==> src/rtl/gp_pkg.sv <==
package gp_pkg;
  localparam int NAX = 4;
  localparam int AW  = 3;
  localparam int DW  = 16;

  localparam logic [AW-1:0] A_COMPAT = 3'd0;
  localparam logic [AW-1:0] A_AXCFG  = 3'd1;
  localparam logic [AW-1:0] A_VALUE  = 3'd2;
  localparam logic [AW-1:0] A_HWCFG  = 3'd4;
  localparam logic [AW-1:0] A_ACK    = 3'd5;
  localparam logic [AW-1:0] A_INTV   = 3'd6;

  typedef enum logic [1:0] {
    RATE_FULL = 2'd0,
    RATE_HALF = 2'd1,
    RATE_D20  = 2'd2,
    RATE_D200 = 2'd3
  } rate_e;

  typedef struct packed {
    logic       cont;
    logic [1:0] sel;
    logic [3:0] en;
  } axcfg_t;

  typedef struct packed {
    logic  compat;
    rate_e rate;
    logic  irq_en;
  } hwcfg_t;
endpackage

==> src/rtl/gp_prescaler.sv <==
module gp_prescaler
  import gp_pkg::*;
#(
  parameter int DIV_A = 2,
  parameter int DIV_B = 20,
  parameter int DIV_C = 200
) (
  input  logic  clk,
  input  logic  rst_n,
  input  logic  clr,
  input  rate_e rate,
  output logic  tick
);
  localparam int PW = $clog2(DIV_C) + 1;

  logic [PW-1:0] pre_q, pre_d, lim;

  always_comb begin
    unique case (rate)
      RATE_FULL: lim = '0;
      RATE_HALF: lim = PW'(DIV_A - 1);
      RATE_D20:  lim = PW'(DIV_B - 1);
      default:   lim = PW'(DIV_C - 1);
    endcase
  end

  assign tick = (pre_q >= lim);

  always_comb begin
    if (clr)       pre_d = '0;
    else if (tick) pre_d = '0;
    else           pre_d = pre_q + 1'b1;
  end

  always_ff @(posedge clk or negedge rst_n) begin
    if (!rst_n) pre_q <= '0;
    else        pre_q <= pre_d;
  end

  // after a clear the phase restarts at zero
  p_clr_restarts_r4: assert property (@(posedge clk) disable iff (!rst_n)
    clr |=> (pre_q == '0));
endmodule

==> src/rtl/gp_axis_ctr.sv <==
module gp_axis_ctr #(
  parameter int CNT_W   = 16,
  parameter int MAX_CNT = 1000
) (
  input  logic             clk,
  input  logic             rst_n,
  input  logic             start,
  input  logic             en,
  input  logic             sense,
  input  logic             tick,
  output logic [CNT_W-1:0] count,
  output logic             running
);
  localparam logic [CNT_W-1:0] CMAX = CNT_W'(MAX_CNT);

  logic [CNT_W-1:0] cnt_d;
  logic             run_d;
  logic             cnt_ce;

  always_comb begin
    cnt_d  = count;
    run_d  = running;
    cnt_ce = 1'b0;
    if (start) begin
      run_d = en;
      if (en) begin
        cnt_d  = '0;
        cnt_ce = 1'b1;
      end
    end else if (running) begin
      if (!sense || count == CMAX) begin
        run_d = 1'b0;
      end else if (tick) begin
        cnt_d  = count + 1'b1;
        cnt_ce = 1'b1;
      end
    end
  end

  always_ff @(posedge clk or negedge rst_n) begin
    if (!rst_n) begin
      count   <= '0;
      running <= 1'b0;
    end else begin
      running <= run_d;
      if (cnt_ce) count <= cnt_d;
    end
  end

  // between starts a count only holds or steps by one
  p_step_r3: assert property (@(posedge clk) disable iff (!rst_n)
    !start |=> (count == $past(count)) || (count == $past(count) + 1'b1));
  // never beyond the maximum
  p_no_overflow_r5: assert property (@(posedge clk) disable iff (!rst_n)
    count <= CMAX);
  // disabled axis keeps its value across a start
  p_hold_disabled_r2: assert property (@(posedge clk) disable iff (!rst_n)
    (start && !en) |=> $stable(count));
endmodule

==> src/rtl/gp_interval.sv <==
module gp_interval #(
  parameter int IW = 16
) (
  input  logic          clk,
  input  logic          rst_n,
  input  logic          enable,
  input  logic [IW-1:0] limit,
  output logic          fire
);
  logic [IW-1:0] icnt_q, icnt_d;

  assign fire = enable && (icnt_q == limit);

  always_comb begin
    if (!enable)   icnt_d = '0;
    else if (fire) icnt_d = '0;
    else           icnt_d = icnt_q + 1'b1;
  end

  always_ff @(posedge clk or negedge rst_n) begin
    if (!rst_n) icnt_q <= '0;
    else        icnt_q <= icnt_d;
  end

  // automatic starts are spaced when the interval is nonzero
  p_fire_spacing_r11: assert property (@(posedge clk) disable iff (!rst_n)
    (fire && limit != '0) |=> !fire);
endmodule

==> src/rtl/gp_digitiser.sv <==
module gp_digitiser
  import gp_pkg::*;
#(
  parameter int CNT_W    = 16,
  parameter int MAX_CNT  = 1000,
  parameter int DIV_A    = 2,
  parameter int DIV_B    = 20,
  parameter int DIV_C    = 200,
  parameter int IW       = 16,
  parameter int INTV_RST = 999
) (
  input  logic          clk,
  input  logic          rst_n,
  input  logic          wr_en,
  input  logic [2:0]    addr,
  input  logic [15:0]   wdata,
  output logic [15:0]   rdata,
  input  logic [3:0]    axis_in,
  input  logic [3:0]    btn_in,
  output logic          irq,
  output logic          legacy_en
);
  // reset: asynchronous assert, synchronous release
  logic [1:0] rsync_q;
  logic       srst_n;
  always_ff @(posedge clk or negedge rst_n) begin
    if (!rst_n) rsync_q <= 2'b00;
    else        rsync_q <= {rsync_q[0], 1'b1};
  end
  assign srst_n = rsync_q[1];

  axcfg_t        axcfg_q, axcfg_d;
  hwcfg_t        hwcfg_q, hwcfg_d;
  logic [IW-1:0] intv_q, intv_d;
  logic          ready_q, ready_d;
  logic          busy_q, busy_d;
  logic          irq_q, irq_d;

  logic wr_compat, wr_axcfg, wr_value, wr_hwcfg, wr_ack, wr_intv;
  assign wr_compat = wr_en && (addr == A_COMPAT);
  assign wr_axcfg  = wr_en && (addr == A_AXCFG);
  assign wr_value  = wr_en && (addr == A_VALUE);
  assign wr_hwcfg  = wr_en && (addr == A_HWCFG);
  assign wr_ack    = wr_en && (addr == A_ACK);
  assign wr_intv   = wr_en && (addr == A_INTV);

  logic auto_fire, start, tick, all_stop, done;
  logic [NAX-1:0]   running;
  logic [CNT_W-1:0] count [NAX];

  assign start    = wr_value || auto_fire;
  assign all_stop = ~|running;
  assign done     = busy_q && all_stop && !start;

  gp_prescaler #(.DIV_A(DIV_A), .DIV_B(DIV_B), .DIV_C(DIV_C)) u_pre (
    .clk(clk), .rst_n(srst_n), .clr(start), .rate(hwcfg_q.rate), .tick(tick)
  );

  gp_interval #(.IW(IW)) u_intv (
    .clk(clk), .rst_n(srst_n), .enable(axcfg_q.cont), .limit(intv_q),
    .fire(auto_fire)
  );

  for (genvar g = 0; g < NAX; g++) begin : g_axis
    gp_axis_ctr #(.CNT_W(CNT_W), .MAX_CNT(MAX_CNT)) u_ctr (
      .clk(clk), .rst_n(srst_n), .start(start), .en(axcfg_q.en[g]),
      .sense(axis_in[g]), .tick(tick), .count(count[g]), .running(running[g])
    );
  end

  // next state
  always_comb begin
    axcfg_d = axcfg_q;
    hwcfg_d = hwcfg_q;
    intv_d  = intv_q;
    ready_d = ready_q;
    busy_d  = busy_q;
    irq_d   = irq_q;

    if (wr_axcfg) begin
      axcfg_d.en   = wdata[3:0];
      axcfg_d.sel  = wdata[5:4];
      axcfg_d.cont = wdata[6];
    end
    if (wr_hwcfg) begin
      hwcfg_d.irq_en = wdata[0];
      hwcfg_d.rate   = rate_e'(wdata[2:1]);
      hwcfg_d.compat = wdata[3];
    end
    if (wr_intv) intv_d = wdata[IW-1:0];

    if (start) begin
      ready_d = 1'b0;
      busy_d  = 1'b1;
    end else if (done) begin
      ready_d = 1'b1;
      busy_d  = 1'b0;
    end

    if ((done && hwcfg_q.irq_en) ||
        (wr_compat && hwcfg_q.irq_en && |axcfg_q.en))
      irq_d = 1'b1;
    else if (wr_ack)
      irq_d = 1'b0;
  end

  // registers
  always_ff @(posedge clk or negedge srst_n) begin
    if (!srst_n) begin
      axcfg_q <= '0;
      hwcfg_q <= '0;
      intv_q  <= IW'(INTV_RST);
      ready_q <= 1'b0;
      busy_q  <= 1'b0;
      irq_q   <= 1'b0;
    end else begin
      axcfg_q <= axcfg_d;
      hwcfg_q <= hwcfg_d;
      intv_q  <= intv_d;
      ready_q <= ready_d;
      busy_q  <= busy_d;
      irq_q   <= irq_d;
    end
  end

  // read mux
  always_comb begin
    rdata = '0;
    unique case (addr)
      A_COMPAT: rdata[7:0] = {btn_in, axis_in};
      A_AXCFG:  rdata[7:0] = {ready_q, axcfg_q.cont, axcfg_q.sel, axcfg_q.en};
      A_VALUE:  rdata      = 16'(count[axcfg_q.sel]);
      A_HWCFG:  rdata[3:0] = {hwcfg_q.compat, hwcfg_q.rate, hwcfg_q.irq_en};
      A_INTV:   rdata      = 16'(intv_q);
      default:  rdata      = '0;
    endcase
  end

  assign irq       = irq_q;
  assign legacy_en = hwcfg_q.compat;

  // a start always drops the ready flag
  p_start_clears_ready_r2: assert property (@(posedge clk) disable iff (!srst_n)
    start |=> !ready_q);
  // ready rises only with no counter running
  p_ready_when_stopped_r5: assert property (@(posedge clk) disable iff (!srst_n)
    $rose(ready_q) |-> ($past(running) == '0));
  // interrupt only when enabled
  p_irq_gated_r7: assert property (@(posedge clk) disable iff (!srst_n)
    $rose(irq_q) |-> $past(hwcfg_q.irq_en));
endmodule

==> config.mk <==
export PLATFORM = sky130hd
export DESIGN_NAME = gp_digitiser
export DESIGN_NICKNAME = d
export VERILOG_FILES = /design/src/rtl/gp_pkg.sv /design/src/rtl/gp_prescaler.sv /design/src/rtl/gp_axis_ctr.sv /design/src/rtl/gp_interval.sv /design/src/rtl/gp_digitiser.sv
export SDC_FILE = /design/constraint.sdc
export NUM_CORES = 1
export LEC_CHECK = 0
export ABC_AREA = 1
export BUFFER_PORTS_ARGS = -buffer_cell sky130_fd_sc_hd__buf_2
export CAP_MARGIN = 30
export CORE_MARGIN = 2
export CORE_UTILIZATION = 31
export DETAILED_ROUTE_END_ITERATION = 6
export PLACE_DENSITY = 0.45
export SLEW_MARGIN = 0
export SYNTH_ARGS = -nofsm -noshare
export SYNTH_HDL_FRONTEND = slang
export SYNTH_SLANG_ARGS = --single-unit
==> constraint.sdc <==
create_clock -name clk -period 4.5 [get_ports clk]
set_input_delay 0.9 -clock clk [delete_from_list [all_inputs] [get_ports clk]]
set_output_delay 0.9 -clock clk [all_outputs]
set_load 0.01 [all_outputs]
==> impl_metrics.yaml, run 1 <==
cts:
  h-tree-depth: 4
  root_buffer: "clkbuf_16"
  cts.path.max_buffers: 2
  insertion_delay_ns: 0.43
  cts_made_buffers: 17
  cts_num_sinks: 125
  clk_pin_slew_ns: 0.07
  post_cts_resized: 0
  hold_buffers: 0
  cts_tree: "done"
  cts_setup_buffers: 0
worst_setup_path:
  cpPeakStageDelay_ns: 0.29
  cp_slowest_cell: "inv_1"
  arrival_ns: 2.29
  required_ns: 3.60
  cp_max_fo: 14
  path_class: "in2out"
  cp-start-kind: "primary input"
  crit_start: "addr[1]"
  crit_path_end_kind: "primary output"
  r2r-start: "intv_q[1]$_DFFE_PN1P_"
  path_cells: "buf_2 > inv_2 > nor2_1 > inv_2 > nor2_1 > inv_1 > o22ai_1 > a221oi_1 > nand2_1 > buf_2"
logic_synthesis:
  netlist_top_cells_count: "nand2_1 (336), nor2_1 (154), inv_1 (140), nand3_1 (134), dfrtp_1 (117)"
  ys.flop_type: "dfrtp_1"
  yosysSeqAreaShare_pct: 36.5
  synth.most_common_cell: "nand2_1"
  yosys_warnings: 0
  ys_top_cells_by_area: "dfrtp_1 (34%), nand2_1 (15%), nand3_1 (7.8%), nor2_1 (6.7%), inv_1 (6.1%)"
  synth-seq-cells: 125
  synth_nets: 1298
  synth_edf_count: 0
  yosysUniqueCellTypes: 38
  syn_area_per_cell_um2: 6.87
  synth_top_area_cell: "dfrtp_1"
  syn_inst: 1252
  yosysTopAreaCellShare_pct: 34.0
  syn_area_um2: 8600
  synth-async-reset-ratio_pct: 100
finish:
  area_growth_pct: 13.3
  insertedDiodeCount: 0
  finalInstanceArea_um2: 9740
  drive_gt1_share_pct: 11.3
  final_nets: 1334
sta:
  hold_violations: 0
  relSlewSlack_pct: 36.5
  period_needed_ns: 3.19
  fmax_mhz: 313
  post-route-period-util_pct: 70.9
  tns_ns: 0
  setup_viol: 0
  drv_slew: 0
  rsz0062_at_grt: "no"
  clock_skew_ns: 0.0138
  worst_pin_slew_ns: 0.945
  whs_ns: 0.242
  setup_slack_ns: 1.31
floorplan:
  ios: 48
  core_um2: 27100
  chipWidth_um: 171
  initial_utilization_pct: 31.7
  die_y_um: 171
  fp-row-count: 60
  die-area_um2: 29100
placed_design:
  place_congestion: 0.899
  place_area_um2: 9160
  pre_cts_ws_ns: 1.28
  io_buffers: 47
  dp_hpwl_mm: 19.8
routing:
  dr_total_vias: 8044
  ant_nets: 0
  drc: 0
  via_per_inst: 4.81
  drt_iter0_drc: 551
  finalWirelength_mm: 26.4
  routedWlPerCell_um: 15.8
  dr.pass1.iters: 6
global_route:
  grt_pass1_vias: 7766
  antenna_found_initial: 0
  grt_pass1_wl_mm: 43.0
  grt_max_degree: 48
  grt_usage_pct: 19.1
  grt_overflow: 0
power_and_ir_drop:
  power.leakage_uw: 0.00472
  powerDensity_nw_per_um2: 352
  max-vdd-ir-drop_mv: 0.218
hold_path:
  hp-class: "in2async"
run:
  maxCapViolations: 0
status:
  run_status: "completed"
worst paths after layout:
kind                       depth (start not counted)  slack (ns)                                     to
setup / recovery                                  10        1.31                               rdata[1]
hold / removal                                     1        0.24                   rsync_q[1]$_DFF_PN0_
setup reg to reg                                  12        1.87  g_axis[2].u_ctr.count[11]$_DFFE_PN0P_
hold reg to reg                                    0        0.26               u_pre.pre_q[0]$_DFF_PN0_
max in group asynchronous                          2        3.24   g_axis[2].u_ctr.count[9]$_DFFE_PN0P_
min in group clk                                   0        0.36                   rsync_q[1]$_DFF_PN0_
routing by layer:
metal  up-vias  global-route usage, %  part of all wire (%)
met4         0                   4.72                   1.3
met5         -                      0                     0
met3        19                   2.96                   4.0
met1      3768                   28.2                    51
met2       180                   29.2                    43
li1       4077                      -                     -
cell type report:
| class | instances | area [um^2] |
|---|---|---|
| inverters | 158 | 593 |
| multi-input cells | 931 | 4620 |
| fillers | 2988 | 17400 |
| clock inverters | 14 | 148 |
| flip-flops and latches | 125 | 3140 |
| well taps | 372 | 465 |
| clock buffers | 18 | 439 |
| repair buffers | 55 | 335 |
state kept, by name (all words and copies together), names as in the netlist:
name	flops
axcfg_q	7
busy_q	1
g_axis.u_ctr.count	64
g_axis.u_ctr.running	4
hwcfg_q	3
intv_q	16
irq	1
legacy_en	1
ready_q	1
rsync_q	2
u_intv.icnt_q	16
u_pre.pre_q	9
through the flow:
step / util, % / power [uW] / instances
2_1_floorplan: - / 1800 / 1252
3_3_place_gp: 33.6 / 2050 / 1639
3_5_place_dp: 33.8 / 2050 / 1641
4_1_cts: 36.0 / 3470 / 1673
5_1_grt: 36.0 / 3630 / 1673
6_report: 36.0 / 3430 / 1673
critical path, delay by kind of cell:
kind	cells	cell delay, ns
compound gates	2	0.43
simple gates	3	0.26
buf+inv	5	0.71
report_power, final:
| group | internal [uW] | switching (uW) | leakage [uW] |
|---|---|---|---|
| registers | 1230 | 111 | 0.00166 |
| logic | 221 | 465 | 0.00278 |
| clock network | 797 | 603 | 0.000280 |
| total | 2250 | 1180 | 0.00472 |
cell families (layout without fill, tap and decap cells):
group | after synthesis | count (layout) | share of synthesized area [%]
other cells | 1 | 1 | 0.0436
xor+xnor | 60 | 60 | 6.11
buf+inv | 196 | 245 | 9.79
compound gates | 132 | 132 | 8.15
flops | 125 | 125 | 36.5
simple gates | 722 | 722 | 37.1
fa+ha+maj | 16 | 16 | 2.33
cells in the final DEF, fill, tap and decap left out, drive strengths merged, types with 2 or more instances in the layout:
cell,count
a221o,2
clkinvlp,3
o22ai,3
dfstp,8
a21oi,46
nand3,141
or2,3
inv,164
xnor2,5
nor4,3
nor2,161
a22oi,3
buf,55
ha,16
clkbuf,18
o2111ai,4
nand4,15
xor2,55
o21ai,73
dfrtp,117
clkinv,4
nand2,356
nor3,42
No activity file was read; power rests on OpenSTA's default activity.
==> run 2, diff against run 1 <==
- ABC_AREA: 1 -> 0
- clock period: 4.5 -> 3.33 ns (I/O delays scaled with it)
==> impl_metrics.yaml, run 2 <==
global_route:
  grt_max_degree: 124
  grt_pass1_vias: 6519
  grt_usage_pct: 18.6
  grt_overflow: 0
  antenna_found_initial: 0
  grt_pass1_wl_mm: 37.1
sta:
  relSlewSlack_pct: 46.5
  hold_violations: 0
  setup_viol: 0
  drv_slew: 0
  rsz0062_at_grt: "no"
  clock_skew_ns: 0.0141
  post-route-period-util_pct: 86.3
  worst_pin_slew_ns: 0.799
  period_needed_ns: 2.88
  tns_ns: 0
  fmax_mhz: 348
worst_setup_path:
  rr_worst_depth: 8
  cp_slowest_cell: "or3_1"
  r2r-start: "hwcfg_q[2]$_DFFE_PN0P_"
  path_class: "reg2reg"
  crit_start: "hwcfg_q[2]$_DFFE_PN0P_"
  cp-start-kind: "flop"
  path_cells: "or2_2 > ha_1 > nand2b_1 > a221oi_2 > o21a_4 > or3_1 > or4_1 > a21oi_1"
  reg2reg_to: "g_axis[1].u_ctr.count[4]$_DFFE_PN0P_"
  regToRegSetupSlack_ns: 0.45
  arrival_ns: 3.23
  cp_max_fo: 19
  crit_path_end_kind: "flop"
  required_ns: 3.68
  cpPeakStageDelay_ns: 0.61
cts:
  root_buffer: "clkbuf_16"
  cts_made_buffers: 17
  cts_num_sinks: 125
  cts.path.max_buffers: 2
  insertion_delay_ns: 0.43
  h-tree-depth: 4
  cts_setup_buffers: 0
  cts_tree: "done"
  clk_pin_slew_ns: 0.06
floorplan:
  fp-row-count: 57
  ios: 48
  chipWidth_um: 160
  die-area_um2: 25600
  core_um2: 24100
  initial_utilization_pct: 31.3
  die_y_um: 160
finish:
  drive_gt1_share_pct: 19.1
  n_fill_cell: 2473
  final_nets: 857
  insertedDiodeCount: 0
  final_cell_mix: "dfrtp_1 (116), a21oi_1 (66), nor2_1 (64), or4_1 (49), buf_2 (47)"
  top_regs: "g_axis.u_ctr.count x64, intv_q x16, u_intv.icnt_q x16"
  area_growth_pct: 15.9
  final_util_pct: 36.2
  largest_reg_flops: 64
  regMostFlops: "g_axis.u_ctr.count"
  mostFrequentLayoutCell: "dfrtp_1"
hold_path:
  whs_endpoint: "rsync_q[1]$_DFF_PN0_"
  min_from: "rsync_q[0]$_DFF_PN0_"
  hp-class: "reg2reg"
  hold_depth: 0
logic_synthesis:
  yosys_warnings: 0
  synth_edf_count: 0
  netlist_top_cells_count: "dfrtp_1 (117), a21oi_1 (66), nor2_1 (64), or4_1 (49), o31ai_1 (43)"
  syn_area_per_cell_um2: 9.77
  synth_top_area_cell: "dfrtp_1"
  synth.most_common_cell: "dfrtp_1"
  ys.flop_type: "dfrtp_1"
  yosysUniqueCellTypes: 54
  yosysSeqAreaShare_pct: 41.7
  syn_area_um2: 7530
  yosysTopAreaCellShare_pct: 38.9
  synth-seq-cells: 125
  synth_nets: 817
  ys_top_cells_by_area: "dfrtp_1 (39%), or4_1 (4.9%), mux4_2 (4.8%), a21oi_1 (4.4%), o31ai_1 (4.3%)"
  syn_inst: 771
  synth-async-reset-ratio_pct: 100
power_and_ir_drop:
  powerDensity_nw_per_um2: 540
  max-vdd-ir-drop_mv: 0.378
  power.leakage_uw: 0.00349
status:
  run_status: "completed"
routing:
  finalWirelength_mm: 23.1
  via_per_inst: 5.62
  ant_nets: 0
  routedWlPerCell_um: 20.1
  dr.pass1.iters: 5
  dr_total_vias: 6448
  drt_iter0_drc: 493
  drc: 0
placed_design:
  dp_hpwl_mm: 16.9
  io_buffers: 47
  place_congestion: 0.894
run:
  maxCapViolations: 0
## run 2: changes by cell type after synthesis, sizes merged, moves of 37 or more
| cell | delta |
|---|---|
| nand2 | -323 |
| o21ai | -49 |
| xor2 | -37 |
| or4 | +48 |
| o31ai | +43 |
| nor2 | -97 |
| nand3 | -101 |
| inv | -138 |
## run 2: cells by family (layout without fill, tap and decap cells)
group                      after synthesis  in the layout  synth area share, %
and+or+nand+nor                        305            305                 23.0
AOI/OAI and AO/OA                      161            161                 13.4
DFF                                    125            125                 41.7
buffers and inverters                   64            117                 3.55
muxes                                   62             62                 11.3
xor gates and xnor gates                37             37                 4.30
adders and majority gates               16             16                 2.66
other                                    1              1               0.0498
## run 2: layout make-up
type                            count  area (um^2)  area share (%)
Timing Repair Buffer               67          400            4.58
Inverter                           18         67.6           0.774
Clock buffer                       17          425            4.87
Tap cell                          324          405            4.64
Clock inverter                     15          151            1.73
Sequential cell                   125         3140            36.0
Multi-Input combinational cell    582         4140            47.4
## run 2: critical path, delay by kind of cell, from the launching register on
kind / cells / cell delay (ns)
flops: 1 / 0.42
simple gates: 4 / 1.59
compound gates: 3 / 0.53
fa+ha+maj: 1 / 0.26
## run 2: per-stage QoR
step                setup slack (ns)  std cells  hold WS [ns]  area, um^2  total power [uW]
CTS                            0.455       1148         0.355        8730              4770
global route                   0.276       1148         0.380        8730              4960
detailed placement             0.468       1115         0.340        8150              2890
finish                         0.455       1148         0.351        8730              4720
floorplan                      0.723        771         0.331        7530              2530
global placement               0.515       1115         0.339        8150              2870
## run 2: where the power goes
group / internal, uW / leakage [uW] / total (uW) / switching (uW)
clock: 1050 / 0.000274 / 1860 / 806
sequential: 1680 / 0.00165 / 1890 / 215
combinational: 408 / 0.00157 / 967 / 558
total: 3140 / 0.00349 / 4720 / 1580
## run 2: worst max path at each step
| stage | end | slack [ns] | cells past startpoint |
|---|---|---|---|
| floorplan | g_axis[3].u_ctr.count[15]$_DFFE_PN0P_ | 0.72 | 10 |
| global placement | g_axis[1].u_ctr.count[2]$_DFFE_PN0P_ | 0.51 | 6 |
| detailed placement | g_axis[1].u_ctr.count[8]$_DFFE_PN0P_ | 0.47 | 8 |
| CTS | g_axis[1].u_ctr.count[8]$_DFFE_PN0P_ | 0.45 | 8 |
| global route | g_axis[1].u_ctr.count[4]$_DFFE_PN0P_ | 0.28 | 8 |
| finish | g_axis[1].u_ctr.count[4]$_DFFE_PN0P_ | 0.45 | 8 |
## run 2: timing repair
item	CTS	global route
hold buffers	1	0
hold endpoints to repair	2	0
gates resized for setup	0	0
## run 2: layer usage
metal	up-vias	track usage, %	wire [um]
met5	-	0	0
met4	0	5.65	441
met3	27	3.40	775
met2	125	30.6	11100
met1	3275	25.0	10800
li1	3021	-	-
